### config.mk
export PLATFORM = sky130hd
export DESIGN_NAME = prng16_dual
export DESIGN_NICKNAME = d
export VERILOG_FILES = /design/src/rtl/prng_pkg.sv /design/src/rtl/prng_m2o_step.sv /design/src/rtl/prng_o2m_step.sv /design/src/rtl/prng_seed_guard.sv /design/src/rtl/prng16_dual.sv
export SDC_FILE = /design/constraint.sdc
export NUM_CORES = 1
export LEC_CHECK = 0
export BUFFER_PORTS_ARGS = -buffer_cell sky130_fd_sc_hd__buf_4
export CAP_MARGIN = 30
export CORE_ASPECT_RATIO = 0.8
export CORE_MARGIN = 5
export CORE_UTILIZATION = 51
export DETAILED_ROUTE_END_ITERATION = 12
export PLACE_DENSITY = 0.79
export REMOVE_ABC_BUFFERS = 1
export SLEW_MARGIN = 30
export SYNTH_ARGS = -nofsm -noshare
export SYNTH_HDL_FRONTEND = slang
export SYNTH_HIERARCHICAL = 1
export SYNTH_SLANG_ARGS = --single-unit
### constraint.sdc
create_clock -name clk -period 1.5 [get_ports clk]
set_input_delay 0.3 -clock clk [delete_from_list [all_inputs] [get_ports clk]]
set_output_delay 0.3 -clock clk [all_outputs]
set_load 0.05 [all_outputs]
### src/rtl/prng_pkg.sv
package prng_pkg;
   localparam int unsigned PRNG_W = 16;

   typedef enum logic {
      STEP_MANY_TO_ONE = 1'b0,
      STEP_ONE_TO_MANY = 1'b1
   } step_mode_e;

   // structure choice made at elaboration
   localparam int unsigned CFG_RUNTIME = 0;
   localparam int unsigned CFG_FIX_M2O = 1;
   localparam int unsigned CFG_FIX_O2M = 2;
endpackage

### src/rtl/prng_m2o_step.sv
module prng_m2o_step #(
   parameter int unsigned          W        = 16,
   parameter logic [W-1:0]         TAP_SEL  = 16'h002D
) (
   input  logic [W-1:0] cur_i,
   output logic [W-1:0] nxt_o
);
   logic fold;

   if (W < 2) begin : g_w_bad
      $error("prng_m2o_step: W must be at least 2");
   end
   if (TAP_SEL[0] != 1'b1) begin : g_tap_bad
      $error("prng_m2o_step: output bit must be one of the taps");
   end

   always_comb begin
      fold  = ^(cur_i & TAP_SEL);
      nxt_o = {fold, cur_i[W-1:1]};
   end
endmodule

### src/rtl/prng_o2m_step.sv
module prng_o2m_step #(
   parameter int unsigned  W        = 16,
   parameter logic [W-1:0] FLIP_SEL = 16'hB400
) (
   input  logic [W-1:0] cur_i,
   output logic [W-1:0] nxt_o
);
   localparam logic [W-1:0] ZERO_W = '0;

   if (FLIP_SEL[W-1] != 1'b1) begin : g_flip_bad
      $error("prng_o2m_step: top bit of the flip set must be 1");
   end

   always_comb begin
      nxt_o = {1'b0, cur_i[W-1:1]} ^ (cur_i[0] ? FLIP_SEL : ZERO_W);
   end
endmodule

### src/rtl/prng_seed_guard.sv
module prng_seed_guard #(
   parameter int unsigned  W        = 16,
   parameter logic [W-1:0] SUBST    = 16'h0001
) (
   input  logic [W-1:0] seed_i,
   output logic [W-1:0] safe_o
);
   if (SUBST == '0) begin : g_subst_bad
      $error("prng_seed_guard: substitute word must be non-zero");
   end

   always_comb begin
      safe_o = (seed_i == '0) ? SUBST : seed_i;
   end
endmodule

### src/rtl/prng16_dual.sv
module prng16_dual
   import prng_pkg::*;
#(
   parameter int unsigned       W         = PRNG_W,
   parameter logic [W-1:0]      TAP_SEL   = 16'h002D,
   parameter logic [W-1:0]      FLIP_SEL  = 16'hB400,
   parameter logic [W-1:0]      RST_WORD  = 16'hACE1,
   parameter logic [W-1:0]      ZERO_SUB  = 16'h0001,
   parameter int unsigned       MODE_CFG  = CFG_RUNTIME
) (
   input  logic         clk,
   input  logic         rst,
   input  logic         en,
   input  logic         seed_ld,
   input  logic [W-1:0] seed_val,
   input  logic         mode_i,
   output logic [W-1:0] state_o,
   output logic         out_bit
);
   localparam int unsigned TOP = W - 1;

   if (RST_WORD == '0) begin : g_rst_bad
      $error("prng16_dual: reset word must be non-zero");
   end
   if (MODE_CFG > CFG_FIX_O2M) begin : g_cfg_bad
      $error("prng16_dual: MODE_CFG must be 0, 1 or 2");
   end

   logic [W-1:0] st_q;
   logic [W-1:0] m2o_nxt;
   logic [W-1:0] o2m_nxt;
   logic [W-1:0] seed_safe;
   logic [W-1:0] step_nxt;
   step_mode_e   eff_mode;

   prng_m2o_step #(.W(W), .TAP_SEL(TAP_SEL)) u_m2o (
      .cur_i (st_q),
      .nxt_o (m2o_nxt)
   );

   prng_o2m_step #(.W(W), .FLIP_SEL(FLIP_SEL)) u_o2m (
      .cur_i (st_q),
      .nxt_o (o2m_nxt)
   );

   prng_seed_guard #(.W(W), .SUBST(ZERO_SUB)) u_guard (
      .seed_i (seed_val),
      .safe_o (seed_safe)
   );

   if (MODE_CFG == CFG_FIX_M2O) begin : g_fix_m2o
      assign eff_mode = STEP_MANY_TO_ONE;
   end else if (MODE_CFG == CFG_FIX_O2M) begin : g_fix_o2m
      assign eff_mode = STEP_ONE_TO_MANY;
   end else begin : g_runtime
      assign eff_mode = step_mode_e'(mode_i);
   end

   always_comb begin
      step_nxt = (eff_mode == STEP_ONE_TO_MANY) ? o2m_nxt : m2o_nxt;
   end

   always_ff @(posedge clk) begin
      if (rst) begin
         st_q <= RST_WORD;
      end else if (seed_ld) begin
         st_q <= seed_safe;
      end else if (en) begin
         st_q <= step_nxt;
      end
   end

   assign state_o = st_q;
   assign out_bit = st_q[0];

   // ---------------- checks ----------------
   logic seen_q;
   always_ff @(posedge clk) begin
      seen_q <= 1'b1;
   end


   reset_word_chk: assert property (@(posedge clk)
      seen_q && $past(rst) |-> state_o == RST_WORD);


   never_zero_chk: assert property (@(posedge clk) disable iff (rst)
      seen_q && !$past(rst) |-> state_o != '0);


   hold_when_idle_chk: assert property (@(posedge clk) disable iff (rst)
      seen_q && $past(!rst && !seed_ld && !en) |-> state_o == $past(state_o));


   seed_load_chk: assert property (@(posedge clk) disable iff (rst)
      seen_q && $past(!rst && seed_ld) |->
         state_o == (($past(seed_val) == '0) ? ZERO_SUB : $past(seed_val)));


   m2o_shift_chk: assert property (@(posedge clk) disable iff (rst)
      seen_q && $past(!rst && !seed_ld && en && eff_mode == STEP_MANY_TO_ONE)
         |-> state_o[TOP-1:0] == $past(state_o[TOP:1]));


   o2m_carry_chk: assert property (@(posedge clk) disable iff (rst)
      seen_q && $past(!rst && !seed_ld && en && eff_mode == STEP_ONE_TO_MANY)
         |-> state_o[TOP] == $past(state_o[0]));
endmodule

==> qor_table.md <==
| Step | Parameter | Reported |
|---|---|---|
| status | Run status | complete, no violations |
| min path | Tightest Hold Check Type | in -> reg |
| finish | Number of inserted filler cells in the final layout | 240 |
| placed design | Post-placement cell area | 1300 µm² |
| worst setup path | CP Capture Type | output pin |
| synthesis | Synthesis Warnings | 6 |
| cts | Worst-Skew Late Latency | 0.29 ns |
| global routing | Maximum number of pins on one net before global-route repair | 31 |
| finish | Leading cell type in the layout, fill and taps excluded | sky130_fd_sc_hd__buf_4 |
| synthesis | Mapped Avg Cell Area | 8.80 µm² |
| routing | Number of design-rule violations left by the first detailed-router iteration | 47 |
| finish | Area of the multi-input gates | 636 µm² |
| timing | Setup ws final | 0.146 ns |
| run | Number of maximum-capacitance violations | 0 |
| timing | Worst relative slew slack | 74.3% |
| cts | Post-cts repair resize count | 0 |
| timing | Slew at the pin with the worst max-slew slack | 0.385 ns |
| cts | Bufs on Longest Clock Path | 2 |
| floorplan | DIE HEIGHT | 55.2 µm |
| synthesis | Top cells by area, synth | sky130_fd_sc_hd__dfxtp_1 25%, sky130_fd_sc_hd__buf_4 20%, sky130_fd_sc_hd__mux2i_1 12%, sky130_fd_sc_hd__nor4_1 5.3%, sky130_fd_sc_hd__o221ai_1 4.7% |
| worst setup path | Launching point of the worst reg2reg path | state_o[5] |
| global routing | Total GRT Usage | 15.3% |
| pwr | Leak | 0.548 nW |
| routing | Avg WL per Cell | 15.8 µm |
| synthesis | Fraction of synthesized area in multiplexers | 12.3% |
| floorplan | Std-Cell Core Area | 2440 µm² |
| finish | Share of post-route cells with drive strength above 1 | 37.2% |
| timing | Final hold violation count | 0 |
| routing | Overall via count from detail_route | 989 |
| placed design | Worst slack at placement | 0.139 ns |
| floorplan | Die width | 66.5 µm |
| finish | Max FFs per register | 16 |
| floorplan | I/O pin count | 38 |
| worst setup path | CP arrival | 1.05 ns |
| routing | Post-route DRC violation count | 0 |
| synthesis | Share of the synthesized area in the top cell type | 24.6% |
| synthesis | Instance count of the mapped netlist | 148 |
| timing | Time the worst path needs with I/O delays and setup | 1.35 ns |
| finish | Number of cells in the finished layout apart from fillers | 173 |
| synthesis | Cell taking the most area after synthesis | sky130_fd_sc_hd__dfxtp_1 |
| synthesis | Largest family of logic cells by synthesized area | buffers and inverters |
| worst setup path | CP dominant cell by count | sky130_fd_sc_hd__buf_4 |
| cts | Total clock sinks | 16 |
| min path | Worst hold start | seed_val[14] |
| synthesis | Register bit total from synthesis | 16 |
| global routing | GRT overflow | 0 |
| worst setup path | Type of the setup path with the least slack | reg -> out |
| floorplan | Die outline area | 3670 µm² |
| timing | Final max-slew violation count | 0 |
| synthesis | Compound-Gate Fraction of Synth Area | 11.0% |
| floorplan | Number of standard-cell rows in the floorplan | 16 |
| finish | Register cell area after layout | 320 µm² |
| synthesis | Synthesized area | 1300 µm² |
| cts | Reg clk slew, reported paths | 0.09 ns |
| finish | Final net count | 159 |
| worst setup path | Cell Chain, Critical Path | buf_4 -> buf_4 |
| worst setup path | Largest incremental delay on the critical path | 0.40 ns |
| routing | Drt via density | 5.72 |
| pwr | Total power density per cell area | 892 nW/µm² |
| timing | Final Cycle Share | 90.3% |
| timing | Setup_tns | 0 ns |
| worst setup path | Critical path origin | state_o[0] |
| finish | ANT cells | 0 |
| cts | Hold buffer count at CTS | 0 |
| placed design | Placed Cells | 169 |
| synthesis | Adder-cell share of the synthesized area | 0% |
| synthesis | Synth Area in XOR/XNOR | 4.03% |
| timing | Achievable clock frequency | 739 MHz |
| cts | Clock tree from TritonCTS | done |
| global routing | Vias in the first global route | 908 |
| pwr | Peak ir drop on the vdd network | 0.000634 V |
| worst setup path | Category of the worst setup path launch point | register |
| finish | Finished Cell Area | 1340 µm² |
| cts | TritonCTS buffer count | 3 |
| routing | Total detailed-routing wirelength | 2730 µm |
| cts | Clock root buffer master | sky130_fd_sc_hd__clkbuf_4 |
| timing | Final worst clock skew | 0.00346 ns |
| synthesis | Yosys cell types | 22 |
| placed design | DP Wirelength | 2010 µm |
| worst setup path | Maximum fanout along the worst path | 5 |
| cts | CTS H-tree lvls | 1 |
| synthesis | Post-synthesis sequential area ratio | 24.6% |
| placed design | RePlAce Congestion | 0.788 |
| routing | Number of nets with antenna violations after detailed routing | 0 |
| placed design | Quantity of I/O buffers inserted on ports | 37 |
| timing | Total of endpoints with negative setup slack in the final report | 0 |
| floorplan | Initial core utilization | 53.3% |
| worst setup path | Slowest CP cell | sky130_fd_sc_hd__dfxtp_1 |
| global routing | Initial antenna violation count | 0 |
| global routing | Wire length of the first global-routing pass | 4540 µm |
| routing | Pre-antenna DRT Iters | 4 |
| finish | Layout Area Growth over Synthesis | 2.69% |
| synthesis | Basic-gate share of the synthesized area counting and, or, nand and nor cells | 21.4% |
| cts | Total setup buffers inserted after CTS | 0 |
| timing | RSZ-0062 raised after global routing | false |
| finish | Commonest cells after routing, fill and taps aside | 40 x sky130_fd_sc_hd__buf_4, 16 x sky130_fd_sc_hd__mux2i_1, 16 x sky130_fd_sc_hd__dfxtp_1 |
| worst setup path | Worst endpoint required time | 1.20 ns |
[power breakdown]
part / internal [mW] / switching, mW
combinational: 0.160 / 0.250
sequential: 0.460 / 0.0376
clock: 0.148 / 0.138
total: 0.767 / 0.425
[path summary, 6_finish.rpt]
path	to	slack, ns	depth (start not counted)
worst min register to register	state_o[0]	0.60	2
worst min-delay path	state_o[14]	0.28	3
worst max-delay path	state_o[0]	0.15	2
worst max register to register	state_o[15]	0.29	4
[synthesized netlist by cell type]
master,count
sky130_fd_sc_hd__mux2i_1,16
sky130_fd_sc_hd__nor3b_4,1
sky130_fd_sc_hd__or4b_2,4
sky130_fd_sc_hd__dfxtp_1,16
sky130_fd_sc_hd__clkbuf_1,16
sky130_fd_sc_hd__or4b_1,3
sky130_fd_sc_hd__nor3_1,1
sky130_fd_sc_hd__or4b_4,1
sky130_fd_sc_hd__xnor2_1,2
sky130_fd_sc_hd__nand2_1,7
sky130_fd_sc_hd__nand3b_1,1
sky130_fd_sc_hd__xor2_1,4
sky130_fd_sc_hd__buf_2,4
sky130_fd_sc_hd__nor3b_1,8
sky130_fd_sc_hd__nor4_1,11
sky130_fd_sc_hd__o221ai_1,7
sky130_fd_sc_hd__or3b_1,1
sky130_fd_sc_hd__a41o_1,1
sky130_fd_sc_hd__buf_4,34
sky130_fd_sc_hd__buf_6,1
sky130_fd_sc_hd__a211oi_1,8
sky130_fd_sc_hd__o211ai_2,1
[routing by layer]
metal	up-vias	global-route usage, %	share of wire, %
met5	-	0	0
met4	0	3.48	0.73
met3	2	4.26	7.5
met2	38	23.2	47
met1	469	21.3	45
li1	480	-	-
[critical path: cells and delay by family (launching register included)]
family   cells  cell delay (ns)
flops        1             0.40
buf+inv      2             0.37
[per-stage QoR]
step | hold slack [ns] | total power, mW | utilization, %
after floorplan | 0.462 | 0.739 | -
after global placement | 0.572 | 0.909 | 53.3
after detailed placement | 0.576 | 0.918 | 53.3
after CTS | 0.269 | 1.20 | 54.8
after global routing | 0.281 | 1.26 | 54.8
final | 0.275 | 1.19 | 54.8
[cells by family after synthesis]
group	after synthesis
buf+inv	55
xor+xnor	6
compound gates	17
mux	16
simple gates	38
flops	16
[area by class of cell]
type                       count  area share (%)
multi-input combinational     77            47.5
sequential                    16            23.9
timing repair buffer          40            22.5
tap                           36            3.37
clock buffer                   4            2.71
(Power assumes the default switching activity.)
